### config.mk
export PLATFORM = sky130hd
export DESIGN_NAME = bus_cycle_timer
export DESIGN_NICKNAME = d
export VERILOG_FILES = /design/src/rtl/bct_pkg.sv /design/src/rtl/bct_phase.sv /design/src/rtl/bct_slot.sv /design/src/rtl/bct_decode.sv /design/src/rtl/bus_cycle_timer.sv
export SDC_FILE = /design/constraint.sdc
export NUM_CORES = 1
export LEC_CHECK = 0
export CAP_MARGIN = 20
export CORE_MARGIN = 2
export CORE_UTILIZATION = 41
export DETAILED_ROUTE_END_ITERATION = 6
export PLACE_DENSITY = 0.81
export SLEW_MARGIN = 40
export SYNTH_ARGS = -nofsm -noshare
export SYNTH_HDL_FRONTEND = slang
export SYNTH_SLANG_ARGS = --single-unit
### constraint.sdc
create_clock -name clk -period 1.5 [get_ports clk]
set_input_delay 0.3 -clock clk [delete_from_list [all_inputs] [get_ports clk]]
set_output_delay 0.3 -clock clk [all_outputs]
set_load 0.1 [all_outputs]
### src/rtl/bct_pkg.sv
package bct_pkg;
  typedef enum logic [1:0] {
    BK_FETCH = 2'd0,
    BK_READ  = 2'd1,
    BK_WRITE = 2'd2,
    BK_NONE  = 2'd3
  } bus_kind_e;
endpackage

### src/rtl/bct_phase.sv
module bct_phase #(
  parameter int CYC_LEN = 12,
  parameter int PW      = $clog2(CYC_LEN)
) (
  input  logic          clk,
  input  logic          rst,
  output logic          run,
  output logic [PW-1:0] phase,
  output logic          last
);
  localparam logic [PW-1:0] P_LAST = PW'(CYC_LEN - 1);

  logic          run_q;
  logic [PW-1:0] phase_q;

  always_ff @(posedge clk) begin
    if (rst) begin
      run_q   <= 1'b0;
      phase_q <= '0;
    end else if (!run_q) begin
      run_q   <= 1'b1;
      phase_q <= '0;
    end else if (phase_q == P_LAST) begin
      phase_q <= '0;
    end else begin
      phase_q <= phase_q + 1'b1;
    end
  end

  assign run   = run_q;
  assign phase = phase_q;
  assign last  = run_q && (phase_q == P_LAST);
endmodule

### src/rtl/bct_slot.sv
module bct_slot
  import bct_pkg::*;
#(
  parameter int AW = 16,
  parameter int DW = 8
) (
  input  logic          clk,
  input  logic          rst,
  input  logic          take,
  input  logic          req_valid,
  input  logic [1:0]    req_kind,
  input  logic [AW-1:0] req_addr,
  input  logic [DW-1:0] req_wdata,
  output logic          live,
  output bus_kind_e     kind,
  output logic [AW-1:0] addr,
  output logic [DW-1:0] wdata
);
  logic          live_q;
  bus_kind_e     kind_q;
  logic [AW-1:0] addr_q;
  logic [DW-1:0] wdata_q;

  always_ff @(posedge clk) begin
    if (rst) begin
      live_q  <= 1'b0;
      kind_q  <= BK_NONE;
      addr_q  <= '0;
      wdata_q <= '0;
    end else if (take) begin
      live_q <= req_valid && (bus_kind_e'(req_kind) != BK_NONE);
      if (req_valid) begin
        kind_q  <= bus_kind_e'(req_kind);
        addr_q  <= req_addr;
        wdata_q <= req_wdata;
      end
    end
  end

  assign live  = live_q;
  assign kind  = kind_q;
  assign addr  = addr_q;
  assign wdata = wdata_q;
endmodule

### src/rtl/bct_decode.sv
module bct_decode
  import bct_pkg::*;
#(
  parameter int CYC_LEN = 12,
  parameter int PW      = $clog2(CYC_LEN),
  parameter int AW      = 16,
  parameter int DW      = 8
) (
  input  logic             clk,
  input  logic             rst,
  input  logic             run,
  input  logic [PW-1:0]    phase,
  input  logic             live,
  input  bus_kind_e        kind,
  input  logic [AW-1:0]    addr,
  input  logic [DW-1:0]    wdata,
  input  logic [DW-1:0]    ad_in,
  output logic             ale,
  output logic             psen_n,
  output logic             rd_n,
  output logic             wr_n,
  output logic             ad_oe,
  output logic [DW-1:0]    ad_out,
  output logic [AW-DW-1:0] addr_hi,
  output logic             rsp_valid,
  output logic [DW-1:0]    rsp_data
);
  localparam int HALF  = CYC_LEN / 2;
  localparam int ALE_W = CYC_LEN / 6;
  localparam logic [PW-1:0] P_ALE1_END = PW'(ALE_W);
  localparam logic [PW-1:0] P_ALE2_BEG = PW'(HALF);
  localparam logic [PW-1:0] P_ALE2_END = PW'(HALF + ALE_W);
  localparam logic [PW-1:0] P_STB_BEG  = PW'(ALE_W + 1);
  localparam logic [PW-1:0] P_STB_END  = PW'(HALF - 1);

  logic in_addr, in_data, in_strobe, in_ale;
  logic is_fetch, is_read, is_write;
  logic          rsp_valid_q;
  logic [DW-1:0] rsp_data_q;

  always_comb begin
    in_ale    = run && ((phase < P_ALE1_END) ||
                        ((phase >= P_ALE2_BEG) && (phase < P_ALE2_END)));
    in_addr   = run && live && (phase < P_ALE1_END);
    in_data   = run && live && (phase >= P_ALE1_END) && (phase <= P_STB_END);
    in_strobe = run && live && (phase >= P_STB_BEG) && (phase <= P_STB_END);
    is_fetch  = (kind == BK_FETCH);
    is_read   = (kind == BK_READ);
    is_write  = (kind == BK_WRITE);
  end

  always_comb begin
    ale    = in_ale;
    psen_n = !(in_strobe && is_fetch);
    rd_n   = !(in_strobe && is_read);
    wr_n   = !(in_strobe && is_write);
    ad_oe  = in_addr || (in_data && is_write);
    if (in_addr)                 ad_out = addr[DW-1:0];
    else if (in_data && is_write) ad_out = wdata;
    else                         ad_out = '0;
    addr_hi = addr[AW-1:DW];
  end

  always_ff @(posedge clk) begin
    if (rst) begin
      rsp_valid_q <= 1'b0;
      rsp_data_q  <= '0;
    end else begin
      rsp_valid_q <= 1'b0;
      if (in_strobe && (phase == P_STB_END) && (is_fetch || is_read)) begin
        rsp_valid_q <= 1'b1;
        rsp_data_q  <= ad_in;
      end
    end
  end

  assign rsp_valid = rsp_valid_q;
  assign rsp_data  = rsp_data_q;
endmodule

### src/rtl/bus_cycle_timer.sv
module bus_cycle_timer
  import bct_pkg::*;
#(
  parameter int CYC_LEN = 12,
  parameter int AW      = 16,
  parameter int DW      = 8
) (
  input  logic             clk,
  input  logic             rst,
  input  logic             req_valid,
  output logic             req_ready,
  input  logic [1:0]       req_kind,
  input  logic [AW-1:0]    req_addr,
  input  logic [DW-1:0]    req_wdata,
  output logic             rsp_valid,
  output logic [DW-1:0]    rsp_data,
  output logic             ale,
  output logic             psen_n,
  output logic             rd_n,
  output logic             wr_n,
  output logic [DW-1:0]    ad_out,
  output logic             ad_oe,
  input  logic [DW-1:0]    ad_in,
  output logic [AW-DW-1:0] addr_hi
);
  localparam int PW = $clog2(CYC_LEN);

  logic          run, last, live;
  logic [PW-1:0] phase;
  bus_kind_e     kind;
  logic [AW-1:0] addr;
  logic [DW-1:0] wdata;

  bct_phase #(.CYC_LEN(CYC_LEN), .PW(PW)) u_phase (
    .clk(clk), .rst(rst), .run(run), .phase(phase), .last(last)
  );

  bct_slot #(.AW(AW), .DW(DW)) u_slot (
    .clk(clk), .rst(rst), .take(last), .req_valid(req_valid),
    .req_kind(req_kind), .req_addr(req_addr), .req_wdata(req_wdata),
    .live(live), .kind(kind), .addr(addr), .wdata(wdata)
  );

  bct_decode #(.CYC_LEN(CYC_LEN), .PW(PW), .AW(AW), .DW(DW)) u_dec (
    .clk(clk), .rst(rst), .run(run), .phase(phase), .live(live),
    .kind(kind), .addr(addr), .wdata(wdata), .ad_in(ad_in),
    .ale(ale), .psen_n(psen_n), .rd_n(rd_n), .wr_n(wr_n),
    .ad_oe(ad_oe), .ad_out(ad_out), .addr_hi(addr_hi),
    .rsp_valid(rsp_valid), .rsp_data(rsp_data)
  );

  assign req_ready = last;
endmodule

==> results of run 1 <==
[registers in the layout (all words and copies together), names as in the netlist]
register	flops
u_dec.rsp_data	8
u_slot.live	1
u_slot.addr	16
u_phase.phase	4
u_slot.wdata	8
u_slot.kind	2
u_phase.run	1
u_dec.rsp_valid	1
[power by group through the flow]
stage / clock (mW) / combinational, mW / sequential, mW
2_1_floorplan: 0 / 0.0813 / 1.12
3_3_place_gp: 0 / 0.218 / 1.12
5_1_grt: 0.968 / 0.294 / 1.10
4_1_cts: 0.918 / 0.244 / 1.10
6_report: 0.929 / 0.283 / 1.10
3_5_place_dp: 0 / 0.221 / 1.12
[final cells by class]
class,instances,area share (%)
multi-input combinational,143,37.7
sequential,41,20.7
timing repair buffer,109,36.0
inverter,6,0.687
clock buffer,6,1.81
tap,67,2.09
clock inverter,2,0.969
[how the worst max path moves through the flow]
stage | cells after the start | end | start
after floorplan | 3 | ad_oe | u_phase.phase[3]
after global placement | 6 | ad_oe | u_phase.phase[0]
after detailed placement | 6 | ad_oe | u_phase.phase[0]
after CTS | 6 | rd_n | u_phase.phase[1]
after global routing | 7 | ad_oe | u_phase.phase[1]
final | 7 | ad_oe | u_phase.phase[1]
[worst max-delay path, cell delays in order (launching register included)]
cell and delay, ps:
sky130_fd_sc_hd__dfxtp_2 380, sky130_fd_sc_hd__inv_4 60, sky130_fd_sc_hd__ha_4 170, sky130_fd_sc_hd__nor3b_4 300
sky130_fd_sc_hd__nor4_4 90, sky130_fd_sc_hd__buf_4 160, sky130_fd_sc_hd__or2_4 230, sky130_fd_sc_hd__buf_12 160
[cells in the mapped netlist]
cell type and instances:
sky130_fd_sc_hd__a21oi_1 25, sky130_fd_sc_hd__a22o_1 8, sky130_fd_sc_hd__a31o_1 2, sky130_fd_sc_hd__a31o_2 22, sky130_fd_sc_hd__and2_1 1, sky130_fd_sc_hd__and3_1 1
sky130_fd_sc_hd__and4b_4 1, sky130_fd_sc_hd__buf_1 1, sky130_fd_sc_hd__buf_2 4, sky130_fd_sc_hd__buf_4 9, sky130_fd_sc_hd__buf_6 5, sky130_fd_sc_hd__clkbuf_1 7
sky130_fd_sc_hd__clkinv_1 1, sky130_fd_sc_hd__dfxtp_1 41, sky130_fd_sc_hd__ha_1 3, sky130_fd_sc_hd__inv_1 5, sky130_fd_sc_hd__mux2i_1 8, sky130_fd_sc_hd__nand2_1 19
sky130_fd_sc_hd__nand2b_1 26, sky130_fd_sc_hd__nand3_1 4, sky130_fd_sc_hd__nand3b_4 1, sky130_fd_sc_hd__nor2_1 4, sky130_fd_sc_hd__nor3_1 2, sky130_fd_sc_hd__nor3_4 1
sky130_fd_sc_hd__nor3b_1 1, sky130_fd_sc_hd__nor3b_2 1, sky130_fd_sc_hd__nor4_1 1, sky130_fd_sc_hd__nor4_4 1, sky130_fd_sc_hd__o211ai_1 3, sky130_fd_sc_hd__or2_1 1
sky130_fd_sc_hd__or2_2 1, sky130_fd_sc_hd__or3_2 1, sky130_fd_sc_hd__or4_1 2, sky130_fd_sc_hd__xnor2_1 1, sky130_fd_sc_hd__xor2_1 2
[what timing repair did]
item | in CTS | in global routing
setup buffers | 8 | 5
resized for setup | 41 | 46
gates cloned | 3 | 0
endpoints found under the setup margin | 40 | 41
pin swaps | 19 | 32
[kinds of logic after synthesis]
| logic type | count (synthesis) | share of synthesized area (%) |
|---|---|---|
| buffers and inverters | 32 | 9.76 |
| xor gates and xnor gates | 3 | 1.31 |
| DFF | 41 | 40.8 |
| and+or+nand+nor | 69 | 21.1 |
| muxes | 8 | 3.98 |
| adders and majority gates | 3 | 1.86 |
| AOI/OAI and AO/OA | 60 | 21.3 |
[layer usage]
layer	vias to the layer above	routed length, um	GRT usage [%]
li1	930	-	-
met1	1030	3090	31.6
met2	71	4110	41.9
met3	19	307	4.20
met4	0	214	7.27
met5	-	0	0
[stage by stage]
step	worst slack (ps)	total power, mW
floorplan	-333	1.20
global placement	-450	1.34
detailed placement	-538	1.34
CTS	-587	2.26
global route	-685	2.36
finish	-657	2.31
==> run summary, run 1 <==
WORST SETUP PATH
------------------------------------------------------------------------------------------
Kind of capture point of the worst setup path ............................... primary output
Setup CP Type ...............................................................      reg2out
Kind of launch point of the worst setup path ................................     register
Worst Path Required .........................................................      1200 ps
Slack of the worst reg-to-reg path ..........................................      -290 ps
CP Max Fanout ...............................................................            3
Endpoint of the most critical register-to-register path ..................... u_slot.addr[7]
Critical R2R Launch ......................................................... u_phase.phase[1]
Worst Reg2Reg Path Length in Cells ..........................................            9
Data arrival at the endpoint of the critical path ...........................      1860 ps

LAYOUT
------------------------------------------------------------------------------------------
Area taken by multi-input logic gates .......................................     1510 um2
Finished Cell Area ..........................................................     4000 um2
Syn-to-layout area delta ....................................................        98.9%
Non-filler cells, final .....................................................          374
Fraction of final layout cells with drive strength greater than 1 ...........        49.5%
ANT cells ...................................................................            0
Top library cells by usage in the layout, fill and taps aside ............... 36 x sky130_fd_sc_hd__clkdlybuf4s50_1, 36 x sky130_fd_sc_hd__dfxtp_1, 34 x sky130_fd_sc_hd__buf_12, 25 x sky130_fd_sc_hd__nand2b_1, 23 x sky130_fd_sc_hd__buf_4
Net count of the finished layout ............................................          346
Reg area ....................................................................      830 um2
Utilization after layout ....................................................        84.8%
Filler Cell Count ...........................................................          217

TIMING
------------------------------------------------------------------------------------------
Worst Skew ..................................................................      13.9 ps
Setup repair after global routing missed its margin .........................          yes
Worst Hold Margin ...........................................................       482 ps
Transition time at the pin with the least slew margin .......................       396 ps
Final Slew Violations .......................................................            0
Worst slew margin relative to its limit .....................................        73.5%
Final worst path period share ...............................................         144%
Shortest period the worst path allows .......................................      2160 ps
Final total negative setup slack ............................................   -14,770 ps
Final setup viols ...........................................................           42
Maximum clock frequency .....................................................      464 MHz
Number of hold-slack violations in the final timing report ..................            0
Worst-case setup margin in the final layout .................................      -657 ps

OUTCOME
------------------------------------------------------------------------------------------
Result of the run ........................................................... finished with violations
Violations in the final reports ............................................. setup timing

CLOCK NETWORK
------------------------------------------------------------------------------------------
Total number of H-tree levels ...............................................            2
Clock net sink count ........................................................           41
Cts bufs inserted ...........................................................            5
Worst-case clock buffer depth ...............................................            2
Buffer type at the clock tree root .......................................... sky130_fd_sc_hd__clkbuf_8
Clock tree from TritonCTS ...................................................         done
Number of hold-repair buffers added at the cts stage ........................            0
Clock insertion delay at the later pin of the skew report ...................       300 ps
Clock edge transition at the registers on the reported setup and hold paths .        80 ps

GRT
------------------------------------------------------------------------------------------
Via count of the first global-routing pass ..................................        1,959
GRT Resource Usage Total ....................................................        24.5%
Number of antenna violations at the first check in global routing ...........            0
Global-route wire length before repair ......................................    10,200 um
Grt ovf .....................................................................            0
Largest net degree at the start of global routing ...........................           45

FLOORPLANNING
------------------------------------------------------------------------------------------
IO Pins .....................................................................           68
Starting density of the core ................................................        42.6%
Die Y .......................................................................      74.1 um
Die Outline Area ............................................................     5490 um2
Die Width ...................................................................      74.1 um
Std-Cell Core Area ..........................................................     4720 um2
Num rows ....................................................................           25

RUN
------------------------------------------------------------------------------------------
Number of max-capacitance violations reported ...............................            0

MIN PATH
------------------------------------------------------------------------------------------
Hold Path End ............................................................... u_phase.phase[0]
Class of the tightest hold or removal check .................................      reg2reg
Number of cells on the worst hold path ......................................            1
Source of the worst hold timing path ........................................ u_phase.phase[0]

DETAILED ROUTING
------------------------------------------------------------------------------------------
Routed WL ...................................................................      7720 um
Total number of vias ........................................................        2,050
Count of nets left with antenna violations after detail routing .............            0
Starting DRC count in detailed routing ......................................          157
DRC viols ...................................................................            0
Via density .................................................................         5.48
Detailed Routing Iterations Pass 1 ..........................................            4
Drt wl/cell .................................................................      20.6 um

LOGIC SYNTHESIS
------------------------------------------------------------------------------------------
Syn nets ....................................................................          256
Number of warnings reported in the yosys synthesis log ......................            0
Share of the synthesized area in the top cell type ..........................        40.8%
Mapped Avg Cell Area ........................................................     9.32 um2
Number of unique standard cell types used by synthesis ......................           35
Cell accounting for the most synthesized area ............................... sky130_fd_sc_hd__dfxtp_1
Synth area leaders .......................................................... sky130_fd_sc_hd__dfxtp_1 41%, sky130_fd_sc_hd__a31o_2 9.6%, sky130_fd_sc_hd__nand2b_1 8.1%, sky130_fd_sc_hd__a21oi_1 6.2%, sky130_fd_sc_hd__mux2i_1 4.0%
Number of register bits inferred by synthesis ...............................           41
Post-Synthesis Cells ........................................................          216
Sequential share of the synthesized area ....................................        40.8%
Cell area after technology mapping ..........................................     2010 um2

PLACED DESIGN
------------------------------------------------------------------------------------------
Placer Congestion ...........................................................        0.733
Total half-perimeter wirelength after legalization and detailed placement ...      3820 um
IO Port Bufs ................................................................           67
Cell Count Post-Placement ...................................................          351
Cell area reported after detailed placement .................................     3260 um2

PWR
------------------------------------------------------------------------------------------
Share of total power in combinational logic .................................        12.3%
Design internal power .......................................................      1.74 mW
Fraction of power consumed by the clock network .............................        40.2%
Switch Pwr ..................................................................     0.570 mW
Max VDD drop ................................................................     0.596 mV
Leakage Power ...............................................................      1.59 nW
Power density over cell area ................................................   577 nW/um2
Fraction of power spent switching nets ......................................        24.7%
Sequential fraction of design power .........................................        47.5%

No activity file was read; power rests on OpenSTA's default activity.
==> run 2: changes to the inputs <==
--- a/config.mk
+++ b/config.mk
@@ -10,7 +10,7 @@
 export CORE_UTILIZATION = 41
 export DETAILED_ROUTE_END_ITERATION = 6
 export PLACE_DENSITY = 0.81
-export SLEW_MARGIN = 40
+export SLEW_MARGIN = 20
 export SYNTH_ARGS = -nofsm -noshare
 export SYNTH_HDL_FRONTEND = slang
 export SYNTH_SLANG_ARGS = --single-unit
==> results of run 2 <==
The final DEF is identical to that of run 1; final timing and power are the same.
==> run 3: changes to the inputs <==
--- a/config.mk
+++ b/config.mk
@@ -6,6 +6,7 @@
 export NUM_CORES = 1
 export LEC_CHECK = 0
 export CAP_MARGIN = 20
+export CORE_ASPECT_RATIO = 0.6
 export CORE_MARGIN = 2
 export CORE_UTILIZATION = 41
 export DETAILED_ROUTE_END_ITERATION = 6
==> run 3 against run 2 <==
The run still ends with setup timing left. Critical path depth decreased by 1. First-iteration DRC count down 8.3%. Combinational power down 8.8%. Critical path type unchanged.
==> run summary, run 3 (same netlist as run 1, synthesis figures left out) <==
PLACED DESIGN
------------------------------------------------------------------------------------------
Total half-perimeter wirelength after legalization and detailed placement ...      3960 um   was 3820 um
Cell area reported after detailed placement .................................     3280 um2   was 3260 um2
Post-place setup slack ......................................................      -514 ps   was -538 ps
IO Port Bufs ................................................................           67   unchanged
Cell Count Post-Placement ...................................................          345   was 351
Placer Congestion ...........................................................        0.854   was 0.733

GRT
------------------------------------------------------------------------------------------
Largest net degree at the start of global routing ...........................           27   was 45
Grt ovf .....................................................................            0   unchanged
Number of antenna violations at the first check in global routing ...........            0   unchanged
Via count of the first global-routing pass ..................................        1,956   was 1,959
GRT Resource Usage Total ....................................................        23.1%   was 24.5%
Global-route wire length before repair ......................................      9620 um   was 10,200 um

DETAILED ROUTING
------------------------------------------------------------------------------------------
Starting DRC count in detailed routing ......................................          144   was 157
Drt wl/cell .................................................................      20.3 um   was 20.6 um
Metal-1 WL ..................................................................      3010 um   was 3090 um
Met3 routed WL ..............................................................       736 um   was 307 um
Count of nets left with antenna violations after detail routing .............            0   unchanged
Detailed Routing Iterations Pass 1 ..........................................            4   unchanged
WL met2 .....................................................................      3500 um   was 4110 um
DRC viols ...................................................................            0   unchanged
Via density .................................................................         5.52   was 5.48
Total number of vias ........................................................        2,008   was 2,050
Uppermost layer routed ......................................................         met4   unchanged
Routed WL ...................................................................      7390 um   was 7720 um

WORST SETUP PATH
------------------------------------------------------------------------------------------
Worst Path Required .........................................................      1200 ps   about the same
Slack of the worst reg-to-reg path ..........................................      -360 ps   was -290 ps
Critical path startpoint .................................................... u_phase.phase[1]   unchanged
Data arrival at the endpoint of the critical path ...........................      1860 ps   about the same
Kind of capture point of the worst setup path ............................... primary output   unchanged
Critical R2R Launch ......................................................... u_phase.phase[1]   unchanged
CP Max Fanout ...............................................................            4   was 3
Kind of launch point of the worst setup path ................................     register   unchanged
Worst Reg2Reg Path Length in Cells ..........................................            8   was 9
Endpoint of the most critical register-to-register path ..................... u_slot.wdata[0]   was u_slot.addr[7]
Setup CP Type ...............................................................      reg2out   unchanged
Capturing element of the worst setup path ...................................         rd_n   was ad_oe

LAYOUT
------------------------------------------------------------------------------------------
Area taken by multi-input logic gates .......................................     1240 um2   was 1510 um2
Syn-to-layout area delta ....................................................        85.3%   was 98.9%
Filler Cell Count ...........................................................          278   was 217
Net count of the finished layout ............................................          340   was 346
Max reg flops ...............................................................           16   unchanged
Top library cells by usage in the layout, fill and taps aside ............... 37 x sky130_fd_sc_hd__buf_12, 36 x sky130_fd_sc_hd__clkdlybuf4s50_1, 36 x sky130_fd_sc_hd__dfxtp_1, 25 x sky130_fd_sc_hd__nand2b_1, 24 x sky130_fd_sc_hd__a21oi_1   was 36 x sky130_fd_sc_hd__clkdlybuf4s50_1, 36 x sky130_fd_sc_hd__dfxtp_1, 34 x sky130_fd_sc_hd__buf_12, 25 x sky130_fd_sc_hd__nand2b_1, 23 x sky130_fd_sc_hd__buf_4
Fraction of final layout cells with drive strength greater than 1 ...........        43.5%   was 49.5%
Leading cell type in the layout, fill and taps excluded ..................... sky130_fd_sc_hd__buf_12
Non-filler cells, final .....................................................          364   was 374
Reg area ....................................................................      832 um2   was 830 um2
Finished Cell Area ..........................................................     3730 um2   was 4000 um2
ANT cells ...................................................................            0   unchanged

CLOCK NETWORK
------------------------------------------------------------------------------------------
Buffer type at the clock tree root .......................................... sky130_fd_sc_hd__clkbuf_8   unchanged
Cts bufs inserted ...........................................................            5   unchanged
Clock tree from TritonCTS ...................................................         done   unchanged
Worst-case clock buffer depth ...............................................            2   unchanged
Number of hold-repair buffers added at the cts stage ........................            0   unchanged
Total number of H-tree levels ...............................................            2   unchanged
Clock net sink count ........................................................           41   unchanged
Clock insertion delay at the later pin of the skew report ...................       300 ps   about the same
Clock edge transition at the registers on the reported setup and hold paths .        80 ps   about the same

FLOORPLANNING
------------------------------------------------------------------------------------------
Die Width ...................................................................      94.5 um   was 74.1 um
Die Y .......................................................................      58.3 um   was 74.1 um
Std-Cell Core Area ..........................................................     4660 um2   was 4720 um2
Starting density of the core ................................................        43.2%   was 42.6%
IO Pins .....................................................................           68   unchanged
Die Outline Area ............................................................     5510 um2   was 5490 um2
Num rows ....................................................................           19   was 25

TIMING
------------------------------------------------------------------------------------------
Worst-case setup margin in the final layout .................................      -656 ps   was -657 ps
Final total negative setup slack ............................................   -16,220 ps   was -14,770 ps
Final worst path period share ...............................................         144%   about the same
Worst slew margin relative to its limit .....................................        73.4%   was 73.5%
Final setup viols ...........................................................           41   was 42
Final Slew Violations .......................................................            0   unchanged
Worst Skew ..................................................................      8.21 ps   was 13.9 ps
Number of hold-slack violations in the final timing report ..................            0   unchanged
Shortest period the worst path allows .......................................      2160 ps   about the same
Maximum clock frequency .....................................................      464 MHz   about the same
Transition time at the pin with the least slew margin .......................       397 ps   was 396 ps
Setup repair after global routing missed its margin .........................          yes   unchanged

OUTCOME
------------------------------------------------------------------------------------------
Violations in the final reports ............................................. setup timing   unchanged
Result of the run ........................................................... finished with violations   unchanged

MIN PATH
------------------------------------------------------------------------------------------
Class of the tightest hold or removal check .................................      reg2reg   unchanged

PWR
------------------------------------------------------------------------------------------
Max VDD drop ................................................................     0.522 mV   was 0.596 mV
Power density over cell area ................................................   614 nW/um2   was 577 nW/um2
Leakage Power ...............................................................      1.51 nW   was 1.59 nW

RUN
------------------------------------------------------------------------------------------
Number of max-capacitance violations reported ...............................            0   unchanged

==> run 3: worst min-delay path by stage <==
stage | start | endpoint | slack (ps) | cells past startpoint
finish | u_phase.phase[0] | u_phase.phase[0] | 480 | 1
global route | u_phase.phase[0] | u_phase.phase[0] | 480 | 1
CTS | u_phase.phase[0] | u_phase.phase[0] | 470 | 1
detailed placement | u_phase.phase[0] | u_phase.phase[0] | 480 | 1
global placement | u_phase.phase[0] | u_phase.phase[0] | 460 | 1
floorplan | req_addr[5] | u_slot.addr[5] | 430 | 1
==> run 3: through the flow <==
step           power [mW]  util [%]  hold WS, ps
3_5_place_dp         1.35      70.3          483
5_1_grt              2.36      80.0          484
4_1_cts              2.27      75.3          469
6_report             2.29      80.0          477
2_1_floorplan        1.20         -          434
3_3_place_gp         1.34      70.3          463
==> run 3: area by class of cell <==
class	count	area share, %
clock buffers	7	2.31
clock inverters	1	0.805
inverters	6	0.671
multi-input cells	143	33.4
flip-flops and latches	41	22.3
well taps	63	2.11
repair buffers	103	38.4
==> run 3: timing repair <==
action	in CTS	in global routing
endpoints found under the setup margin	41	42
pin swaps	12	5
cloned	1	3
buffers inserted	5	2
resized for setup	12	24
==> run 3: power breakdown <==
group / internal, mW / total (mW) / leakage [nW] / switching [mW]
Sequential: 1.09 / 1.10 / 0.333 / 0.00659
Clock: 0.543 / 0.937 / 0.0585 / 0.394
Combinational: 0.148 / 0.258 / 1.11 / 0.110
Total: 1.78 / 2.29 / 1.51 / 0.511
==> run 3: layer usage <==
layer  global-route usage, %  up-vias
li1                        -      920
met1                    30.0      967
met2                    36.8      101
met3                    7.80       20
met4                    7.04        0
met5                       0        -
==> run 3: worst max-delay path, stage by stage (launching register included) <==
cell and delay (ps):
sky130_fd_sc_hd__dfxtp_4 380, sky130_fd_sc_hd__buf_6 140, sky130_fd_sc_hd__ha_4 140, sky130_fd_sc_hd__nor3_1 50
sky130_fd_sc_hd__buf_4 150, sky130_fd_sc_hd__or4_4 500, sky130_fd_sc_hd__buf_12 190
